`config.mk`:
```
export PLATFORM = sky130hd
export DESIGN_NAME = hz_unit
export DESIGN_NICKNAME = d
export VERILOG_FILES = /design/src/rtl/hz_pkg.sv /design/src/rtl/hz_bypass_sel.sv /design/src/rtl/hz_loaduse.sv /design/src/rtl/hz_store_fwd.sv /design/src/rtl/hz_unit.sv
export SDC_FILE = /design/constraint.sdc
export NUM_CORES = 1
export LEC_CHECK = 0
export ABC_AREA = 1
export BUFFER_PORTS_ARGS = -buffer_cell sky130_fd_sc_hd__clkbuf_2
export CORE_MARGIN = 8
export CORE_UTILIZATION = 45
export DETAILED_ROUTE_END_ITERATION = 10
export PLACE_DENSITY_LB_ADDON = 0.3
export SLEW_MARGIN = 0
export SYNTH_ARGS = -nofsm -noshare
export SYNTH_HDL_FRONTEND = slang
export SYNTH_SLANG_ARGS = --single-unit
```
`constraint.sdc`:
```
create_clock -name vclk -period 1.3
set_clock_uncertainty 0.1 [all_clocks]
set_input_delay 0 -clock vclk [all_inputs]
set_output_delay 0 -clock vclk [all_outputs]
set_load 0.1 [all_outputs]
```
`src/rtl/hz_pkg.sv`:
```
// Shared definitions for the hazard unit.
// Assumes the register file is addressed by a binary index and that
// index 0 is hard-wired and never written.
package hz_pkg;
    localparam int REG_AW = 5;

    typedef enum logic [1:0] {
        SEL_REG = 2'b00,  // value read from the register file
        SEL_WB  = 2'b01,  // value on the write-back bus
        SEL_MEM = 2'b10   // ALU result held in execute/memory register
    } fwd_sel_e;
endpackage

```
`src/rtl/hz_bypass_sel.sv`:
```
// Picks the bypass source for one execute-stage operand.
// Assumes a load in the memory stage has no data yet, so only non-load
// writers in that stage may feed the operand; write-back may always feed it.
module hz_bypass_sel
    import hz_pkg::*;
#(
    parameter int AW = REG_AW
) (
    input  logic [AW-1:0] src_i,
    input  logic [AW-1:0] mem_rd_i,
    input  logic          mem_wr_i,
    input  logic          mem_load_i,
    input  logic [AW-1:0] wb_rd_i,
    input  logic          wb_wr_i,
    output logic [1:0]    sel_o
);
    localparam logic [AW-1:0] ZERO_REG = '0;

    logic mem_hit;
    logic wb_hit;

    // Compare the operand with each older writer.
    always_comb begin
        mem_hit = mem_wr_i && !mem_load_i && (mem_rd_i != ZERO_REG) && (mem_rd_i == src_i);
        wb_hit  = wb_wr_i && (wb_rd_i != ZERO_REG) && (wb_rd_i == src_i);
    end

    // Younger writer first, then older, then the register file.
    always_comb begin
        if (mem_hit)     sel_o = SEL_MEM;
        else if (wb_hit) sel_o = SEL_WB;
        else             sel_o = SEL_REG;
    end

    // Check the select against its source conditions.
    always_comb begin
        AST_SEL_LEGAL: assert (sel_o != 2'b11);
        AST_ZERO_SRC_NO_FWD: assert (src_i != ZERO_REG || sel_o == SEL_REG);
        AST_LOAD_NOT_FROM_MEM: assert (!mem_load_i || sel_o != SEL_MEM);
        AST_YOUNGER_WINS: assert (!(mem_wr_i && !mem_load_i && src_i != ZERO_REG
                                   && mem_rd_i == src_i) || sel_o == SEL_MEM);
    end
endmodule

```
`src/rtl/hz_loaduse.sv`:
```
// Detects a load in execute whose result the decode instruction needs.
// Assumes a store's data source can be served later in the memory stage,
// so a data-only dependence of a store does not stall.
module hz_loaduse
    import hz_pkg::*;
#(
    parameter int AW = REG_AW
) (
    input  logic [AW-1:0] id_rs1_i,
    input  logic [AW-1:0] id_rs2_i,
    input  logic          id_use_rs1_i,
    input  logic          id_use_rs2_i,
    input  logic          id_store_i,
    input  logic [AW-1:0] ex_rd_i,
    input  logic          ex_wr_i,
    input  logic          ex_load_i,
    output logic          stall_o
);
    localparam logic [AW-1:0] ZERO_REG = '0;

    logic load_live;
    logic need_a;
    logic need_b;

    // Qualify the load and the decode sources that need it now.
    always_comb begin
        load_live = ex_load_i && ex_wr_i && (ex_rd_i != ZERO_REG);
        need_a    = id_use_rs1_i && (id_rs1_i == ex_rd_i);
        need_b    = id_use_rs2_i && !id_store_i && (id_rs2_i == ex_rd_i);
        stall_o   = load_live && (need_a || need_b);
    end

    // Check that a stall only follows a live load.
    always_comb begin
        AST_STALL_NEEDS_LOAD: assert (!stall_o || (ex_load_i && ex_wr_i));
        AST_STALL_NOT_R0: assert (ex_rd_i != ZERO_REG || !stall_o);
        AST_UNUSED_NO_STALL: assert (id_use_rs1_i || id_use_rs2_i || !stall_o);
    end
endmodule

```
`src/rtl/hz_store_fwd.sv`:
```
// Late bypass of store data in the memory stage from write-back.
// Assumes the carried store data was read or bypassed in execute and may be
// stale only when a load finished one cycle behind it.
module hz_store_fwd
    import hz_pkg::*;
#(
    parameter int AW = REG_AW
) (
    input  logic          mem_store_i,
    input  logic [AW-1:0] mem_sdsrc_i,
    input  logic [AW-1:0] wb_rd_i,
    input  logic          wb_wr_i,
    output logic          st_fwd_o
);
    localparam logic [AW-1:0] ZERO_REG = '0;

    // Replace store data when write-back holds a newer value of its register.
    always_comb begin
        st_fwd_o = mem_store_i && wb_wr_i && (wb_rd_i != ZERO_REG) && (wb_rd_i == mem_sdsrc_i);
    end

    // Check that the bypass is only raised for stores.
    always_comb begin
        AST_STFWD_ONLY_STORE: assert (!st_fwd_o || mem_store_i);
        AST_STFWD_NOT_R0: assert (mem_sdsrc_i != ZERO_REG || !st_fwd_o);
    end
endmodule

```
`src/rtl/hz_unit.sv`:
```
// Hazard unit of a five-stage in-order pipeline: operand bypass selects,
// store-data late bypass and the load-use interlock.
// Assumes reads in decode and writes in write-back, so only read-after-write
// hazards are resolved; purely combinational.
module hz_unit
    import hz_pkg::*;
#(
    parameter int AW = REG_AW
) (
    input  logic [AW-1:0] id_rs1_i,
    input  logic [AW-1:0] id_rs2_i,
    input  logic          id_use_rs1_i,
    input  logic          id_use_rs2_i,
    input  logic          id_store_i,
    input  logic [AW-1:0] ex_rs1_i,
    input  logic [AW-1:0] ex_rs2_i,
    input  logic [AW-1:0] ex_rd_i,
    input  logic          ex_wr_i,
    input  logic          ex_load_i,
    input  logic [AW-1:0] mem_rd_i,
    input  logic          mem_wr_i,
    input  logic          mem_load_i,
    input  logic          mem_store_i,
    input  logic [AW-1:0] mem_sdsrc_i,
    input  logic [AW-1:0] wb_rd_i,
    input  logic          wb_wr_i,
    output logic [1:0]    fwd_a_o,
    output logic [1:0]    fwd_b_o,
    output logic          st_fwd_o,
    output logic          hold_o,
    output logic          bubble_o
);
    localparam int N_OPS = 2;

    logic [AW-1:0] ex_src [N_OPS];
    logic [1:0]    ex_sel [N_OPS];
    logic          stall;

    // Gather the execute-stage sources into an array.
    always_comb begin
        ex_src[0] = ex_rs1_i;
        ex_src[1] = ex_rs2_i;
    end

    // One identical bypass selector per execute operand.
    for (genvar g = 0; g < N_OPS; g++) begin : g_op
        hz_bypass_sel #(.AW(AW)) u_sel (
            .src_i      (ex_src[g]),
            .mem_rd_i   (mem_rd_i),
            .mem_wr_i   (mem_wr_i),
            .mem_load_i (mem_load_i),
            .wb_rd_i    (wb_rd_i),
            .wb_wr_i    (wb_wr_i),
            .sel_o      (ex_sel[g])
        );
    end

    hz_loaduse #(.AW(AW)) u_lu (
        .id_rs1_i     (id_rs1_i),
        .id_rs2_i     (id_rs2_i),
        .id_use_rs1_i (id_use_rs1_i),
        .id_use_rs2_i (id_use_rs2_i),
        .id_store_i   (id_store_i),
        .ex_rd_i      (ex_rd_i),
        .ex_wr_i      (ex_wr_i),
        .ex_load_i    (ex_load_i),
        .stall_o      (stall)
    );

    hz_store_fwd #(.AW(AW)) u_sf (
        .mem_store_i (mem_store_i),
        .mem_sdsrc_i (mem_sdsrc_i),
        .wb_rd_i     (wb_rd_i),
        .wb_wr_i     (wb_wr_i),
        .st_fwd_o    (st_fwd_o)
    );

    // Drive the selects and the interlock controls.
    always_comb begin
        fwd_a_o  = ex_sel[0];
        fwd_b_o  = ex_sel[1];
        hold_o   = stall;
        bubble_o = stall;
    end

    // Cross-check the interlock against the bypass paths.
    always_comb begin
        AST_NO_STALL_NO_EX_LOAD: assert (ex_load_i || !hold_o);
        AST_BUBBLE_WITH_HOLD: assert (hold_o == bubble_o);
    end
endmodule

```
# --- Word-level counts from Yosys, hierarchy flattened ---
# Cells that the tools add are included.
totals:
  regBits: 0
  in_bits: 49
  word_cells: 33
op_classes:
  n_mux: 4
  reduce_logical: 22
  eq_ne: 7
op_table:
  columns: ["cell", "count"]
  rows:
  - ["equality test 5 bit", 7]
  - ["logical AND 1 bit", 16]
  - ["nonzero test 5 bit", 3]
  - ["2-to-1 mux 2 bit", 2]
  - ["zero test 1 bit", 2]
  - ["2-to-1 mux 1 bit", 2]
  - ["logical OR 1 bit", 1]

# --- Logic depth before layout (Yosys ltp) ---
# Gate-level depths: netlist of the first run.
logic_depth:
  word_depth: 5
  ltp_mapped: 7
  mapped_depth_nobuf: 7

# --- Cells and area by module ---
# A second synthesis of the first run with hierarchy kept.
hier_totals:
  hier_cells: 209
  hier_area_um2: 829.5
modules_own_cells:
  columns: ["module", "cells_per_inst", "n_inst", "area_per_inst_um2"]
  rows:
  - ["hz_bypass_sel", 59, 2, 236.5]
  - ["hz_loaduse", 58, 1, 225.2]
  - ["hz_store_fwd", 32, 1, 123.9]
  - ["hz_unit", 1, 1, 7.5]

# --- Worst setup path before layout of the first run ---
# No wires, ideal clock.
synth_path:
  kind: "in2out"
  from: "input ex_rd_i[1]"
  to: "output hold_o"
  t_arrival_ns: 2.322
  slack_ns: -1.122
  path_stages: 7
  path_cell_list: "inv_1 > nand2_1 > nand2_1 > nor2_1 > nand3_1 > a21oi_1 > buf_4"
synth_between:
  elab_chain_len: 4
  elab_cells_between_ends: 8
  cone_classes: "eq/ne: 2; reduce/logical: 6"
synth_rtl:
  columns: ["element", "line", "text"]
  rows:
  - ["start: declaration", "hz_unit.sv:17", "input logic [AW-1:0] ex_rd_i,"]
  - ["equality test 5 bit, on equally long branches", "hz_loaduse.sv:28, hz_loaduse.sv:29", null]
  - ["logical AND 1 bit, on equally long branches", "hz_loaduse.sv:28, hz_loaduse.sv:29", null]
  - ["logical OR 1 bit", "hz_loaduse.sv:30", "stall_o = load_live && (need_a || need_b);"]
  - ["logical AND 1 bit *", "hz_loaduse.sv:30", null]
  - ["end: declaration", "hz_unit.sv:30", "output logic hold_o,"]
# Mark *: on every way between the ends. The rest lies on a longest branch, timed or not.

# --- Worst setup path in the final report of the first run ---
layout_path:
  from: "input ex_rd_i[1]"
  to: "output bubble_o"
layout_between:
  elab_chain_len: 4
  elab_cells_between_ends: 8
  cone_classes: "eq/ne: 2; reduce/logical: 6"
layout_rtl:
  columns: ["element", "line", "text"]
  rows:
  - ["equality test 5 bit, on equally long branches", "hz_loaduse.sv:28, hz_loaduse.sv:29", null]
  - ["logical AND 1 bit, on equally long branches", "hz_loaduse.sv:28, hz_loaduse.sv:29", null]
  - ["logical OR 1 bit", "hz_loaduse.sv:30", null]
  - ["logical AND 1 bit *", "hz_loaduse.sv:30", null]
  - ["end: declaration", "hz_unit.sv:31", "output logic bubble_o"]
# Marked as above.

==> results of run 1 <==
[layout make-up]
| type | count | area share, % |
|---|---|---|
| Multi-Input combinational cell | 119 | 53.1 |
| Inverter | 29 | 9.93 |
| Tap cell | 16 | 1.83 |
| Timing Repair Buffer | 56 | 35.2 |
[cell families after synthesis]
family	after synthesis
xor+xnor	11
compound gates	7
buf+inv	32
simple gates	101
[stage by stage]
step	hold slack (ns)	util, %	setup TNS, ns
after CTS	0.287	74.5	0
after detailed placement	0.286	74.5	0
after global placement	0.285	74.5	0
final	0.292	74.5	0
after global routing	0.303	74.5	0
after floorplan	0.134	-	-0.144
[worst max-delay path by stage]
stage          slack, ns          to  cells past startpoint  startpoint
2_1_floorplan      -0.14      hold_o                      7  ex_rd_i[1]
3_3_place_gp        0.28    bubble_o                      8  ex_rd_i[4]
3_5_place_dp        0.25    bubble_o                      8  ex_rd_i[4]
4_1_cts             0.25    bubble_o                      8  ex_rd_i[4]
5_1_grt             0.15  fwd_a_o[0]                      9  wb_rd_i[1]
6_report            0.24    bubble_o                      8  ex_rd_i[1]
[worst max-delay path, delay by kind of cell]
family                 cells  cell delay, ns
buffers and inverters      3            0.36
AO/OA/AOI/OAI              1            0.24
AND/OR/NAND/NOR            4            0.36
[where the power goes]
part | switching [mW] | total [mW] | internal [mW]
clock network | 0 | 0 | 0
logic | 0.171 | 0.305 | 0.134
registers | 0 | 0 | 0
[cells in the final DEF (no fill, tap or decap), drive strengths merged]
| cell | instances |
|---|---|
| nand2 | 61 |
| clkbuf | 49 |
| inv | 29 |
| nor2 | 27 |
| nand3 | 10 |
| buf | 7 |
| xnor2 | 6 |
| xor2 | 5 |
| o21ai | 4 |
| a21oi | 2 |
| nand4 | 1 |
| nand3b | 1 |
| nor3 | 1 |
| o22ai | 1 |
[per-layer routing]
metal	wire length, microns	part of all wire (%)	global-route usage (%)	up-vias
met5	0	0	0	-
met4	0	0	0	0
met3	172	7.2	2.74	0
met2	1350	57	30.6	42
met1	861	36	13.8	451
li1	-	-	-	554
==> results.sh, run 1 <==
export IMPL_grtUsageTotal_pct=14.2
export IMPL_viasPerCell=4.76
export IMPL_finalSetupViolCount=0
export IMPL_outcome="finished clean"
export IMPL_path_cells="clkbuf_2 > inv_1 > nand2_1 > nand2_1 > nor2_1 > nand3_1 > a21oi_4 > buf_12"
export IMPL_drt_total_wl_microns=2390
export IMPL_ys_types=19
export IMPL_start_kind="primary input"
export IMPL_detail_route_antenna_nets=0
export IMPL_post_route_cell_area_sq_um=1100
export IMPL_areaGrowthSynthToFinish_pct=57.8
export IMPL_power_density_nw_per_um2=278
export IMPL_ys_seq_area_share_pct=0
export IMPL_drtIter0Drc=28
export IMPL_synth_adder_area_share_pct=0
export IMPL_synth_most_common_cell="nand2_1"
export IMPL_ios=56
export IMPL_antenna_found_initial=0
export IMPL_multi_input_area_sq_um=582
export IMPL_fp_dieH_microns=55.3
export IMPL_synth_top_cell_area_share_pct=32.4
export IMPL_initial_utilization_pct=47.2
export IMPL_period_needed_ns=1.06
export IMPL_place_congestion=0.915
export IMPL_vdd_drop_max_v=0.000180
export IMPL_rsz0062_at_grt="no"
export IMPL_min_path_cells=4
export IMPL_place_ws_ns=0.250
export IMPL_synthXorXnorAreaFrac_pct=13.9
export IMPL_synth_compound_area_share_pct=5.77
export IMPL_placementRows=14
export IMPL_yosys_area_top_type="nand2_1"
export IMPL_synth_simple_gate_area_share_pct=61.4
export IMPL_hold_violations=0
export IMPL_setup_worst_path_class="primary input to output pin"
export IMPL_synth_top_family_by_area="simple AND/OR/NAND/NOR gates"
export IMPL_cpMostUsedCell="nand2_1"
export IMPL_stdcell_count=220
export IMPL_hpwlAfterDp_microns=2240
export IMPL_maxSlewHeadroom_pct=87.3
export IMPL_placedCellCount=220
export IMPL_ys_warn_count=0
export IMPL_synth_area_mux_share_pct=0
export IMPL_die_area_sq_um=3060
export IMPL_power_mw=0.305
export IMPL_cp_slowest_cell="a21oi_4"
export IMPL_drtPass1Iterations=4
export IMPL_wl_per_cell_microns=10.8
export IMPL_cts_setup_buffers=0
export IMPL_grt_pass1_wl_microns=4000
export IMPL_end_kind="output pin"
export IMPL_syn_avg_cell_area_sq_um=4.60
export IMPL_gr_total_overflow=0
export IMPL_drc=0
export IMPL_num_vias=1047
export IMPL_maxCapViolations=0
export IMPL_critPathMaxFanout=4
export IMPL_min_from="wb_wr_i"
export IMPL_synth_fp_nets=200
export IMPL_syn_cell_area_sq_um=694
export IMPL_crit_arrival_ns=0.96
export IMPL_drv_slew=0
export IMPL_worst_pin_slew_ns=0.190
export IMPL_clkbuf_count=0
export IMPL_grt_max_degree=5
export IMPL_synth_cells=151
export IMPL_fill_cells=134
export IMPL_fp_dieW_microns=55.3
export IMPL_nNetsFinal=255
export IMPL_cp_slowest_stage_delay_ns=0.24
export IMPL_port_buffers=56
export IMPL_timing_final_crit_share_pct=81.3
export IMPL_core_area_sq_um=1470
export IMPL_worst_slack_ns=0.243
export IMPL_min_path_type="primary input to output pin"
export IMPL_cp_required_ns=1.20
export IMPL_min_to="st_fwd_o"
export IMPL_diodes=0
export IMPL_hold_buffers=0
export IMPL_p_leak_nw=0.691
export IMPL_dpl_instance_area_sq_um=1100
export IMPL_regArea_sq_um=0
export IMPL_grt_pass1_vias=1048
export IMPL_max_clock_freq_ghz=0.946
export IMPL_seq_cell_count=0
export IMPL_post_cts_resized=0
export IMPL_synthTopCellsByArea="nand2_1, nor2_1, inv_1"
export IMPL_synth_common_cells="nand2_1, nor2_1, inv_1"
export IMPL_drive_gt1_share_pct=35.8
Note: power is estimated with default switching activity, not from simulation.
==> inputs of run 2 (changes only) <==
Settings changed: ABC_AREA 1 to 0, CORE_UTILIZATION 45 to 36.
Clock period 1.3 ns to 1.1 ns, I/O delays scaled along.
==> run 2 against run 1 <==
Compared with the run above: clock-buffer cell count unchanged; combinational power up 35%; first-iteration DRC count down 75%; power up 35%; critical path type unchanged; cell area up 4.8%; flip-flop and latch count unchanged; synthesized area down 30%; utilization up 15 points; global-route usage up 1.5 points; routed wire length up 1.9%; the flow now finishes with violations (setup timing).
==> results.sh, run 2 <==
export IMPL_outcome="finished, violations left"
export IMPL_violations="setup timing"
export IMPL_viasPerCell=4.95
export IMPL_synth_most_common_cell="xor2_1"
export IMPL_seq_cell_count=0
export IMPL_grt_max_degree=5
export IMPL_nNetsFinal=181
export IMPL_synth_top_cell_area_share_pct=39.5
export IMPL_hold_buffers=0
export IMPL_p_sw_mw=0.197
export IMPL_synth_fp_nets=110
export IMPL_ys_types=16
export IMPL_finalSetupViolCount=7
export IMPL_initial_utilization_pct=38.0
export IMPL_dr_wl_met2_microns=1340
export IMPL_ios=56
export IMPL_min_path_type="primary input to output pin"
export IMPL_ys_warn_count=0
export IMPL_yosys_area_top_type="xor2_1"
export IMPL_synthTopCellsByArea="xor2_1, xnor2_1, or4_1"
export IMPL_diodes=0
export IMPL_cp_slowest_cell="or4_4"
export IMPL_timing_final_crit_share_pct=136
export IMPL_grt_pass1_vias=830
export IMPL_period_needed_ns=1.49
export IMPL_critPathMaxFanout=4
export IMPL_drc=0
export IMPL_port_buffers=56
export IMPL_hold_violations=0
export IMPL_drive_gt1_share_pct=68.5
export IMPL_areaGrowthSynthToFinish_pct=135
export IMPL_place_congestion=0.807
export IMPL_multi_input_area_sq_um=589
export IMPL_wl_per_cell_microns=16.8
export IMPL_p_seq_share_pct=0
export IMPL_maxSlewHeadroom_pct=69.9
export IMPL_gr_total_overflow=0
export IMPL_die_area_sq_um=2790
export IMPL_grtUsageTotal_pct=15.7
export IMPL_comb_power_share_pct=100.0
export IMPL_grt_pass1_wl_microns=3540
export IMPL_final_cell_mix="clkbuf_2, xor2_1, buf_4"
export IMPL_synth_cells=61
export IMPL_route_met3_wl_microns=174
export IMPL_drtIter0Drc=7
export IMPL_clkbuf_count=0
export IMPL_regArea_sq_um=0
export IMPL_placementRows=13
export IMPL_fp_dieH_microns=52.8
export IMPL_internal_power_mw=0.214
export IMPL_sw_frac_of_total_pct=48.0
export IMPL_p_leak_nw=0.533
export IMPL_syn_avg_cell_area_sq_um=8.00
export IMPL_ys_seq_area_share_pct=0
export IMPL_antenna_found_initial=0
export IMPL_drtPass1Iterations=3
export IMPL_setup_worst_path_class="primary input to output pin"
export IMPL_vdd_drop_max_v=0.000249
export IMPL_start_kind="primary input"
export IMPL_mostFrequentLayoutCell="clkbuf_2"
export IMPL_power_mw=0.411
export IMPL_core_area_sq_um=1280
export IMPL_power_density_nw_per_um2=358
export IMPL_min_path_cells=4
export IMPL_cp_required_ns=1.00
export IMPL_drt_total_wl_microns=2430
export IMPL_drv_slew=0
export IMPL_hpwlAfterDp_microns=1950
export IMPL_rsz0062_at_grt="yes"
export IMPL_syn_cell_area_sq_um=488
export IMPL_path_cells="clkbuf_2 > xor2_1 > or4_4 > nor4_4 > buf_12"
export IMPL_fill_cells=60
export IMPL_crit_arrival_ns=1.39
export IMPL_cp_slowest_stage_delay_ns=0.54
export IMPL_final_util_pct=89.4
export IMPL_worst_slack_ns=-0.393
export IMPL_maxCapViolations=0
export IMPL_wl_met1_microns=847
export IMPL_detail_route_antenna_nets=0
export IMPL_max_clock_freq_ghz=0.670
export IMPL_fp_dieW_microns=52.8
export IMPL_end_kind="output pin"
export IMPL_clkPwrFrac_pct=0
export IMPL_worst_pin_slew_ns=0.448
export IMPL_num_vias=718
export IMPL_top_layer_used="met4"
export IMPL_synth_common_cells="xor2_1, xnor2_1, or4_1"
-- run 2: cell count changes after synthesis, sizes merged, moves of 5 or more --
cell and change:
nand3 -7, nor2 -27, xor2 +17, nor4 +6
nand2 -60, inv -29, or4 +5, xnor2 +7
-- run 2: power groups by stage --
stage	Sequential [mW]	Combinational (mW)	Clock [mW]
CTS	0	0.372	0
detailed placement	0	0.359	0
global placement	0	0.346	0
global route	0	0.440	0
finish	0	0.411	0
floorplan	0	0.166	0
-- run 2: path summary, 6_finish.rpt --
| kind | start | to | slack (ns) |
|---|---|---|---|
| max | wb_rd_i[1] | fwd_a_o[0] | -0.39 |
| min | mem_store_i | st_fwd_o | 0.28 |
-- run 2: cells by family after synthesis --
group / synth area share [%]
xor gates and xnor gates: 62.8
buffers and inverters: 4.62
and+or+nand+nor: 27.2
AOI/OAI and AO/OA: 5.38
-- run 2: through the flow --
step	cells	TNS, ns	worst slack (ns)	hold WS, ns	cell area, sq um
after floorplan	61	-2.56	-0.795	0.121	558
after global placement	143	-2.07	-0.362	0.286	1040
after detailed placement	143	-2.37	-0.405	0.284	1040
after CTS	143	-1.98	-0.357	0.285	1070
after global routing	145	-2.32	-0.438	0.311	1150
final	145	-1.88	-0.393	0.281	1150
-- run 2: layer usage --
metal | vias to the layer above | GRT usage (%)
met5 | - | 0
li1 | 356 | -
met4 | 0 | 1.72
met2 | 36 | 31.8
met3 | 6 | 1.42
met1 | 320 | 16.9
-- run 2: area by class of cell --
| class | count | share of cell area, % |
|---|---|---|
| timing repair buffer | 72 | 47.1 |
| tap | 15 | 1.63 |
| multi-input combinational | 58 | 51.3 |
-- run 2: worst max-delay path, delay by kind of cell --
family / cells / cell delay (ns)
buffers and inverters: 2 / 0.34
AND/OR/NAND/NOR: 2 / 0.87
XOR/XNOR: 1 / 0.18
-- run 2: timing repair --
item / 4_1_cts / 5_1_grt
endpoints found under the setup margin: 7 / 7
pin swaps: 4 / 3
resized for setup: 4 / 17
buffers inserted: 0 / 3
